==> src/rtl/uart_tx_pkg.sv <==
package uart_tx_pkg;

   localparam int unsigned TX_MIN_BITS = 5;

   typedef enum logic [2:0] {
      TX_IDLE,
      TX_START,
      TX_DATA,
      TX_PAR,
      TX_STOP
   } tx_state_e;

   typedef struct packed {
      logic [1:0] stop;
      logic       par_en;
      logic       par_even;
      logic       par_stick;
   } tx_frame_cfg_t;

endpackage

==> src/rtl/tx_host_port.sv <==
module tx_host_port #(
   parameter int unsigned DATA_W = 8
) (
   input  logic              clk,
   input  logic              rst_n,
   input  logic              wr_en,
   input  logic [DATA_W-1:0] wr_data,
   input  logic              load_ack,
   output logic [DATA_W-1:0] hold_q,
   output logic              hold_empty,
   output logic              wr_done
);

   logic              wr_en_q;
   logic [DATA_W-1:0] data_q;
   logic              commit;

   generate
      if (DATA_W < 1) begin : g_bad_width
         $error("tx_host_port: DATA_W must be at least 1");
      end
   endgenerate

   assign commit = wr_en_q & ~wr_en;

   always_ff @(posedge clk or negedge rst_n) begin
      if (!rst_n) begin
         wr_en_q    <= 1'b0;
         data_q     <= '0;
         hold_q     <= '0;
         hold_empty <= 1'b1;
         wr_done    <= 1'b0;
      end else begin
         wr_en_q <= wr_en;
         wr_done <= commit;
         if (wr_en) begin
            data_q <= wr_data;
         end
         if (commit) begin
            hold_q     <= data_q;
            hold_empty <= 1'b0;
         end else if (load_ack) begin
            hold_empty <= 1'b1;
         end
      end
   end

   AST_DONE_PULSE: assert property (@(posedge clk) disable iff (!rst_n)
      wr_done |=> !wr_done);
   AST_DONE_FULL: assert property (@(posedge clk) disable iff (!rst_n)
      wr_done |-> !hold_empty);

endmodule

==> src/rtl/tx_parity_gen.sv <==
module tx_parity_gen
   import uart_tx_pkg::*;
#(
   parameter int unsigned LEN_W  = 2,
   parameter int unsigned DATA_W = TX_MIN_BITS + (1 << LEN_W) - 1
) (
   input  logic [DATA_W-1:0] data,
   input  logic [LEN_W-1:0]  len,
   input  tx_frame_cfg_t     cfg,
   output logic              pbit
);

   logic [DATA_W-1:0] used;

   generate
      for (genvar i = 0; i < DATA_W; i++) begin : g_mask
         if (i < TX_MIN_BITS) begin : g_always
            assign used[i] = data[i];
         end else begin : g_optional
            assign used[i] = data[i] & (len >= LEN_W'(i - TX_MIN_BITS + 1));
         end
      end
   endgenerate

   assign pbit = cfg.par_stick ? ~cfg.par_even : ((^used) ^ ~cfg.par_even);

endmodule

==> src/rtl/tx_frame_engine.sv <==
module tx_frame_engine
   import uart_tx_pkg::*;
#(
   parameter int unsigned OVERSAMPLE = 16,
   parameter int unsigned LEN_W      = 2,
   parameter int unsigned DATA_W     = TX_MIN_BITS + (1 << LEN_W) - 1
) (
   input  logic              clk,
   input  logic              rst_n,
   input  logic              hold_empty,
   input  logic [DATA_W-1:0] hold_data,
   input  logic [LEN_W-1:0]  len_in,
   input  tx_frame_cfg_t     cfg_in,
   output logic              load_ack,
   output logic              busy,
   output logic              line
);

   localparam int unsigned CNT_W = $clog2(2 * OVERSAMPLE);
   localparam int unsigned IDX_W = $clog2(DATA_W);
   localparam logic [CNT_W-1:0] BIT_LAST  = CNT_W'(OVERSAMPLE - 1);
   localparam logic [CNT_W-1:0] HALF_LAST = CNT_W'(OVERSAMPLE + OVERSAMPLE / 2 - 1);
   localparam logic [CNT_W-1:0] TWO_LAST  = CNT_W'(2 * OVERSAMPLE - 1);

   generate
      if (OVERSAMPLE < 2 || (OVERSAMPLE % 2) != 0) begin : g_bad_os
         $error("tx_frame_engine: OVERSAMPLE must be even and at least 2");
      end
      if (LEN_W < 1 || LEN_W > 3) begin : g_bad_len
         $error("tx_frame_engine: LEN_W must be 1 to 3");
      end
   endgenerate

   tx_state_e         state;
   logic [CNT_W-1:0]  cnt;
   logic [IDX_W-1:0]  bit_idx;
   logic [DATA_W-1:0] shreg;
   logic [LEN_W-1:0]  len_q;
   tx_frame_cfg_t     cfg_q;
   logic              pbit_q;
   logic              pbit_new;
   logic [CNT_W-1:0]  slot_last;
   logic [IDX_W-1:0]  data_last;

   tx_parity_gen #(
      .LEN_W  (LEN_W),
      .DATA_W (DATA_W)
   ) u_parity (
      .data (hold_data),
      .len  (len_in),
      .cfg  (cfg_in),
      .pbit (pbit_new)
   );

   assign data_last = IDX_W'(TX_MIN_BITS - 1) + IDX_W'(len_q);

   always_comb begin
      slot_last = BIT_LAST;
      if (state == TX_STOP) begin
         unique case (cfg_q.stop)
            2'b00:   slot_last = BIT_LAST;
            2'b01:   slot_last = (len_q == '0) ? HALF_LAST : TWO_LAST;
            default: slot_last = TWO_LAST;
         endcase
      end
   end

   assign load_ack = (state == TX_IDLE) && !hold_empty;
   assign busy     = (state != TX_IDLE);

   always_comb begin
      unique case (state)
         TX_START: line = 1'b0;
         TX_DATA:  line = shreg[0];
         TX_PAR:   line = pbit_q;
         default:  line = 1'b1;
      endcase
   end

   always_ff @(posedge clk or negedge rst_n) begin
      if (!rst_n) begin
         state   <= TX_IDLE;
         cnt     <= '0;
         bit_idx <= '0;
         shreg   <= '0;
         len_q   <= '0;
         cfg_q   <= '0;
         pbit_q  <= 1'b0;
      end else if (state == TX_IDLE) begin
         cnt     <= '0;
         bit_idx <= '0;
         if (!hold_empty) begin
            shreg  <= hold_data;
            len_q  <= len_in;
            cfg_q  <= cfg_in;
            pbit_q <= pbit_new;
            state  <= TX_START;
         end
      end else if (cnt != slot_last) begin
         cnt <= cnt + 1'b1;
      end else begin
         cnt <= '0;
         unique case (state)
            TX_START: state <= TX_DATA;
            TX_DATA: begin
               shreg   <= shreg >> 1;
               bit_idx <= bit_idx + 1'b1;
               if (bit_idx == data_last) begin
                  state <= cfg_q.par_en ? TX_PAR : TX_STOP;
               end
            end
            TX_PAR:  state <= TX_STOP;
            default: state <= TX_IDLE;
         endcase
      end
   end

   AST_BIT_STABLE: assert property (@(posedge clk) disable iff (!rst_n)
      (cnt != '0) |-> $stable(line));
   AST_IDLE_CNT_ZERO: assert property (@(posedge clk) disable iff (!rst_n)
      (state == TX_IDLE) |-> (cnt == '0));

endmodule

==> src/rtl/uart_serial_tx.sv <==
module uart_serial_tx
   import uart_tx_pkg::*;
#(
   parameter int unsigned OVERSAMPLE = 16,
   parameter int unsigned LEN_W      = 2,
   parameter int unsigned DATA_W     = TX_MIN_BITS + (1 << LEN_W) - 1
) (
   input  logic              clk,
   input  logic              rst_n,
   input  logic              wr_en,
   input  logic [DATA_W-1:0] wr_data,
   input  logic [LEN_W-1:0]  len_sel,
   input  logic [1:0]        stop_sel,
   input  logic              par_en,
   input  logic              par_even,
   input  logic              par_stick,
   input  logic              brk,
   output logic              txd,
   output logic              hold_empty,
   output logic              tx_empty,
   output logic              wr_done
);

   generate
      if (DATA_W != TX_MIN_BITS + (1 << LEN_W) - 1) begin : g_bad_data
         $error("uart_serial_tx: DATA_W must match the longest length code");
      end
   endgenerate

   logic [DATA_W-1:0] hold_q;
   logic              load_ack;
   logic              busy;
   logic              line;
   tx_frame_cfg_t     cfg;

   assign cfg = '{stop: stop_sel, par_en: par_en, par_even: par_even, par_stick: par_stick};

   tx_host_port #(
      .DATA_W (DATA_W)
   ) u_host (
      .clk        (clk),
      .rst_n      (rst_n),
      .wr_en      (wr_en),
      .wr_data    (wr_data),
      .load_ack   (load_ack),
      .hold_q     (hold_q),
      .hold_empty (hold_empty),
      .wr_done    (wr_done)
   );

   tx_frame_engine #(
      .OVERSAMPLE (OVERSAMPLE),
      .LEN_W      (LEN_W),
      .DATA_W     (DATA_W)
   ) u_engine (
      .clk        (clk),
      .rst_n      (rst_n),
      .hold_empty (hold_empty),
      .hold_data  (hold_q),
      .len_in     (len_sel),
      .cfg_in     (cfg),
      .load_ack   (load_ack),
      .busy       (busy),
      .line       (line)
   );

   assign txd      = line & ~brk;
   assign tx_empty = hold_empty & ~busy;

   AST_LOAD_FROM_FULL: assert property (@(posedge clk) disable iff (!rst_n)
      $rose(busy) |-> $past(!hold_empty));
   AST_STOP_ENDS_HIGH: assert property (@(posedge clk) disable iff (!rst_n)
      $fell(busy) |-> $past(txd || brk));

endmodule

==> config.mk <==
export PLATFORM = sky130hd
export DESIGN_NAME = uart_serial_tx
export DESIGN_NICKNAME = d
export VERILOG_FILES = /design/src/rtl/uart_tx_pkg.sv /design/src/rtl/tx_host_port.sv /design/src/rtl/tx_parity_gen.sv /design/src/rtl/tx_frame_engine.sv /design/src/rtl/uart_serial_tx.sv
export SDC_FILE = /design/constraint.sdc
export NUM_CORES = 1
export LEC_CHECK = 0
export BUFFER_PORTS_ARGS = -buffer_cell sky130_fd_sc_hd__buf_2
export CAP_MARGIN = 20
export CORE_MARGIN = 8
export CORE_UTILIZATION = 35
export DETAILED_ROUTE_END_ITERATION = 16
export GPL_TIMING_DRIVEN = 0
export PLACE_DENSITY_LB_ADDON = 0.12
export SLEW_MARGIN = 15
export SYNTH_ARGS = -nofsm -noshare
export SYNTH_HDL_FRONTEND = slang
export SYNTH_SLANG_ARGS = --single-unit
==> constraint.sdc <==
create_clock -name clk -period 1.9 [get_ports clk]
set_input_delay 0.475 -clock clk [delete_from_list [all_inputs] [get_ports clk]]
set_output_delay 0.475 -clock clk [all_outputs]
set_load 0.005 [all_outputs]
==> results by group <==
Status
  • Run status: completed

Clock network
  • Cell at the root of the clock tree: sky130_fd_sc_hd__clkbuf_8
  • CTS clock-pin slew for the worst setup and hold paths: 0.08 ns
  • Number of sinks on the clock net: 44
  • TritonCTS Buffers: 5
  • TritonCTS clock tree: done
  • Maximum clock path buffer count: 2
  • Quantity of hold-fixing buffers added after cts: 0
  • Total number of H-tree levels: 2
  • Insertion delay to the later sink of the worst-skew pair: 0.29 ns

Place
  • DP HPWL: about 3100 µm
  • Worst setup timing slack at the placement stage: -0.115 ns
  • Number of cells in the design after placement: 292
  • Final weighted congestion in routability-driven placement: approximately 0.79
  • Number of input and output port buffers inserted: 22

Layout
  • Signed area change from the synthesized netlist to the final layout: 19.8%
  • Most frequent cells in the layout: sky130_fd_sc_hd__dfrtp_1, sky130_fd_sc_hd__nand2_1, sky130_fd_sc_hd__buf_2, sky130_fd_sc_hd__nor2_1, sky130_fd_sc_hd__mux2_2
  • Final nets: approximately 250
  • Number of filler instances in the final layout: 603
  • Most common library cell in the layout ignoring fill and taps: sky130_fd_sc_hd__dfrtp_1
  • Post-route insts no fill: 306
  • Layout cells sized above 1: 30.7%
  • Sequential Area: 0.00110 mm²
  • Antenna fix cells: 0
  • Multi-input gate area in the final layout: 0.00101 mm²

Yosys
  • Dominant cells by area after synthesis: sky130_fd_sc_hd__dfrtp_1, sky130_fd_sc_hd__mux2_2, sky130_fd_sc_hd__nand2_1
  • Top-area cell type share of the netlist area: between 50 and 60%
  • Portion of the post-synthesis area used by sequential elements: about 52%
  • Flops & latches, synth: 44
  • Post-Synthesis Cell Area: 0.00212 mm²
  • Count of mapped cells out of synthesis: 195
  • Synth area leader: sky130_fd_sc_hd__dfrtp_1
  • Yosys Warn Count: 0
  • Synthesized Nets: 216
  • Library cells used by synthesis: 44
  • FFs w/ async S/R, synth: 100%
  • Most common flop cell mapped by yosys: sky130_fd_sc_hd__dfrtp_1
  • Avg Synthesized Cell Area: 10.9 µm²
  • Number of synthesized flops with an enable pin: 0

Routing
  • Detailed-router iteration count before antenna repair: 4
  • Per-cell routed wire length: 14.4 µm
  • Remaining routing DRC violations: 0
  • DR vias/cell: about 5
  • Count of routing violations after the opening detailed-route iteration: 62
  • WL met2: 2010 µm
  • Met3 wire len: 140 µm
  • Top Metal Used: met4
  • Total number of vias: approximately 1600
  • Post-detailed-routing wire length: 4410 µm
  • Routed length on met1: 2220 µm
  • Remaining antenna violation count: 0

Worst setup path
  • Worst setup EP type: output pin
  • Signal arrival time at the worst endpoint: roughly 1.4 ns
  • Type of element launching the critical path: register
  • Data required time of the critical path: between 1 and 1.5 ns
  • Largest fanout on the critical path: 5
  • Startpoint-to-endpoint class of the critical path: register to output pin

Floorplanning
  • Die Span X: between 90 and 100 µm
  • Initial Utilization: 36.0%
  • I/O pins: 23
  • Placement row count: 28
  • Core Area: 0.00589 mm²
  • Die height: 93.8 µm
  • Die area: ~0.0088 mm²

Timing
  • Minimum clock period after layout: 1.84 ns
  • Final number of setup-violating endpoints: 0
  • Setup Skew: 0.00440 ns
  • Fin Setup TNS: 0 ns
  • Max-slew headroom: between 60% and 70%
  • Post-layout worst setup margin: between 0.06 and 0.07 ns
  • RSZ-0062 raised after global routing: no
  • Total count of max-transition violations in the final report: 0
  • Actual slew at the worst max-slew pin: 0.587 ns
  • Highest attainable clock frequency: 0.544 GHz
  • Ratio of final minimum period to clock period: 96.7%
  • Worst hold slack: 0.0571 ns
  • Final Hold Violating Endpoints: 0

Global routing
  • Overall global routing resource usage: a little over a tenth
  • First-pass GRT wire length: 7540 µm
  • Vias in the first global route: roughly 1600
  • Number of antenna violations at the first check in global routing: 0
  • Global route total overflow: 0
  • Largest net degree at the start of global routing: 45

Hold path
  • Hold crit path type: primary input to async pin

Power and ir drop
  • Static leakage: 1.14 nW
  • Power per standard cell area: 1340 mW/mm²
  • Maximum vdd ir drop: ~0.00055 V

Run
  • Max Cap Violations: 0
==> where the power goes <==
| part | leakage (nW) | internal [mW] | switching, mW | total (mW) |
|---|---|---|---|---|
| Combinational | 0.566 | 0.580 | 0.620 | 1.20 |
| Sequential | 0.520 | 1.24 | 0.268 | 1.51 |
| Clock | 0.0552 | 0.390 | 0.310 | 0.701 |
| Total | 1.14 | 2.21 | 1.20 | 3.41 |
==> logic make-up after synthesis <==
logic type,share of synthesized area (%)
and+or+nand+nor,15.6
DFF,52.0
AOI/OAI and AO/OA,13.2
muxes,11.8
xor gates and xnor gates,4.37
buffers and inverters,1.77
adders and majority gates,1.18
==> synth_stat cells, types with 4 or more instances <==
library cell,instances
sky130_fd_sc_hd__nand3_1,8
sky130_fd_sc_hd__nor2_1,18
sky130_fd_sc_hd__mux2i_1,7
sky130_fd_sc_hd__a21oi_1,14
sky130_fd_sc_hd__mux2_2,16
sky130_fd_sc_hd__dfrtp_1,43
sky130_fd_sc_hd__clkbuf_1,4
sky130_fd_sc_hd__nand2_1,23
sky130_fd_sc_hd__nor3_1,4
sky130_fd_sc_hd__xor2_1,5
sky130_fd_sc_hd__o21ai_0,4
==> per-layer routing <==
metal / GRT usage [%] / vias up
met5: 0 / -
met4: 3.17 / 0
met3: 3.20 / 4
met2: 16.7 / 22
met1: 13.9 / 760
li1: - / 767
==> state kept, by name, indices dropped and copies added, names as in the netlist <==
register           count
u_host.hold_q          8
u_engine.bit_idx       3
u_engine.state         3
u_host.data_q          8
u_host.hold_empty      1
u_engine.pbit_q        1
u_host.wr_done         1
u_engine.shreg         8
u_engine.cfg_q         3
u_engine.len_q         2
u_engine.cnt           5
u_host.wr_en_q         1
==> metrics by stage <==
stage | power, mW | utilization [%] | area [µm²]
2_1_floorplan | 2.29 | - | 2120
3_3_place_gp | 2.57 | 39.5 | 2320
3_5_place_dp | 2.58 | 39.5 | 2320
4_1_cts | 3.40 | 42.3 | 2490
5_1_grt | 3.67 | 43.1 | 2540
6_report | 3.41 | 43.1 | 2540
==> timing repair <==
item	CTS	global route
setup buffers	5	0
gates resized for setup	8	11
endpoints found under the setup margin	2	11
pin swaps	2	4
==> area by class of cell <==
type | instances | area share, %
buffer | 7 | 1.82
clock buffer | 6 | 2.86
clock inverter | 2 | 1.38
inverter | 2 | 0.296
multi-input combinational | 142 | 39.8
sequential | 44 | 43.5
tap | 75 | 3.70
timing repair buffer | 28 | 6.61
==> path summary, 6_finish.rpt <==
path,start,end,slack (ns),depth (start not counted)
setup / recovery,u_engine.state[0]$_DFFE_PN0P_,tx_empty,0.06,5
hold / removal,rst_n,u_host.data_q[4]$_DFFE_PN0P_,0.06,1
setup reg to reg,u_engine.state[0]$_DFFE_PN0P_,u_engine.state[0]$_DFFE_PN0P_,0.10,6
hold reg to reg,u_engine.cnt[0]$_DFF_PN0_,u_engine.cnt[0]$_DFF_PN0_,0.48,1
max in group asynchronous,rst_n,u_host.hold_empty$_DFFE_PN1P_,1.31,2
min in group clk,wr_en,u_host.wr_en_q$_DFF_PN0_,0.30,1
==> worst max-delay path: stages (launching register included) <==
cell and delay [ns]:
sky130_fd_sc_hd__dfrtp_1 0.38, sky130_fd_sc_hd__buf_6 0.12, sky130_fd_sc_hd__or2_4 0.24, sky130_fd_sc_hd__nor2_4 0.09, sky130_fd_sc_hd__and2_4 0.14, sky130_fd_sc_hd__buf_2 0.10
No activity file was read; power rests on OpenSTA's default activity.
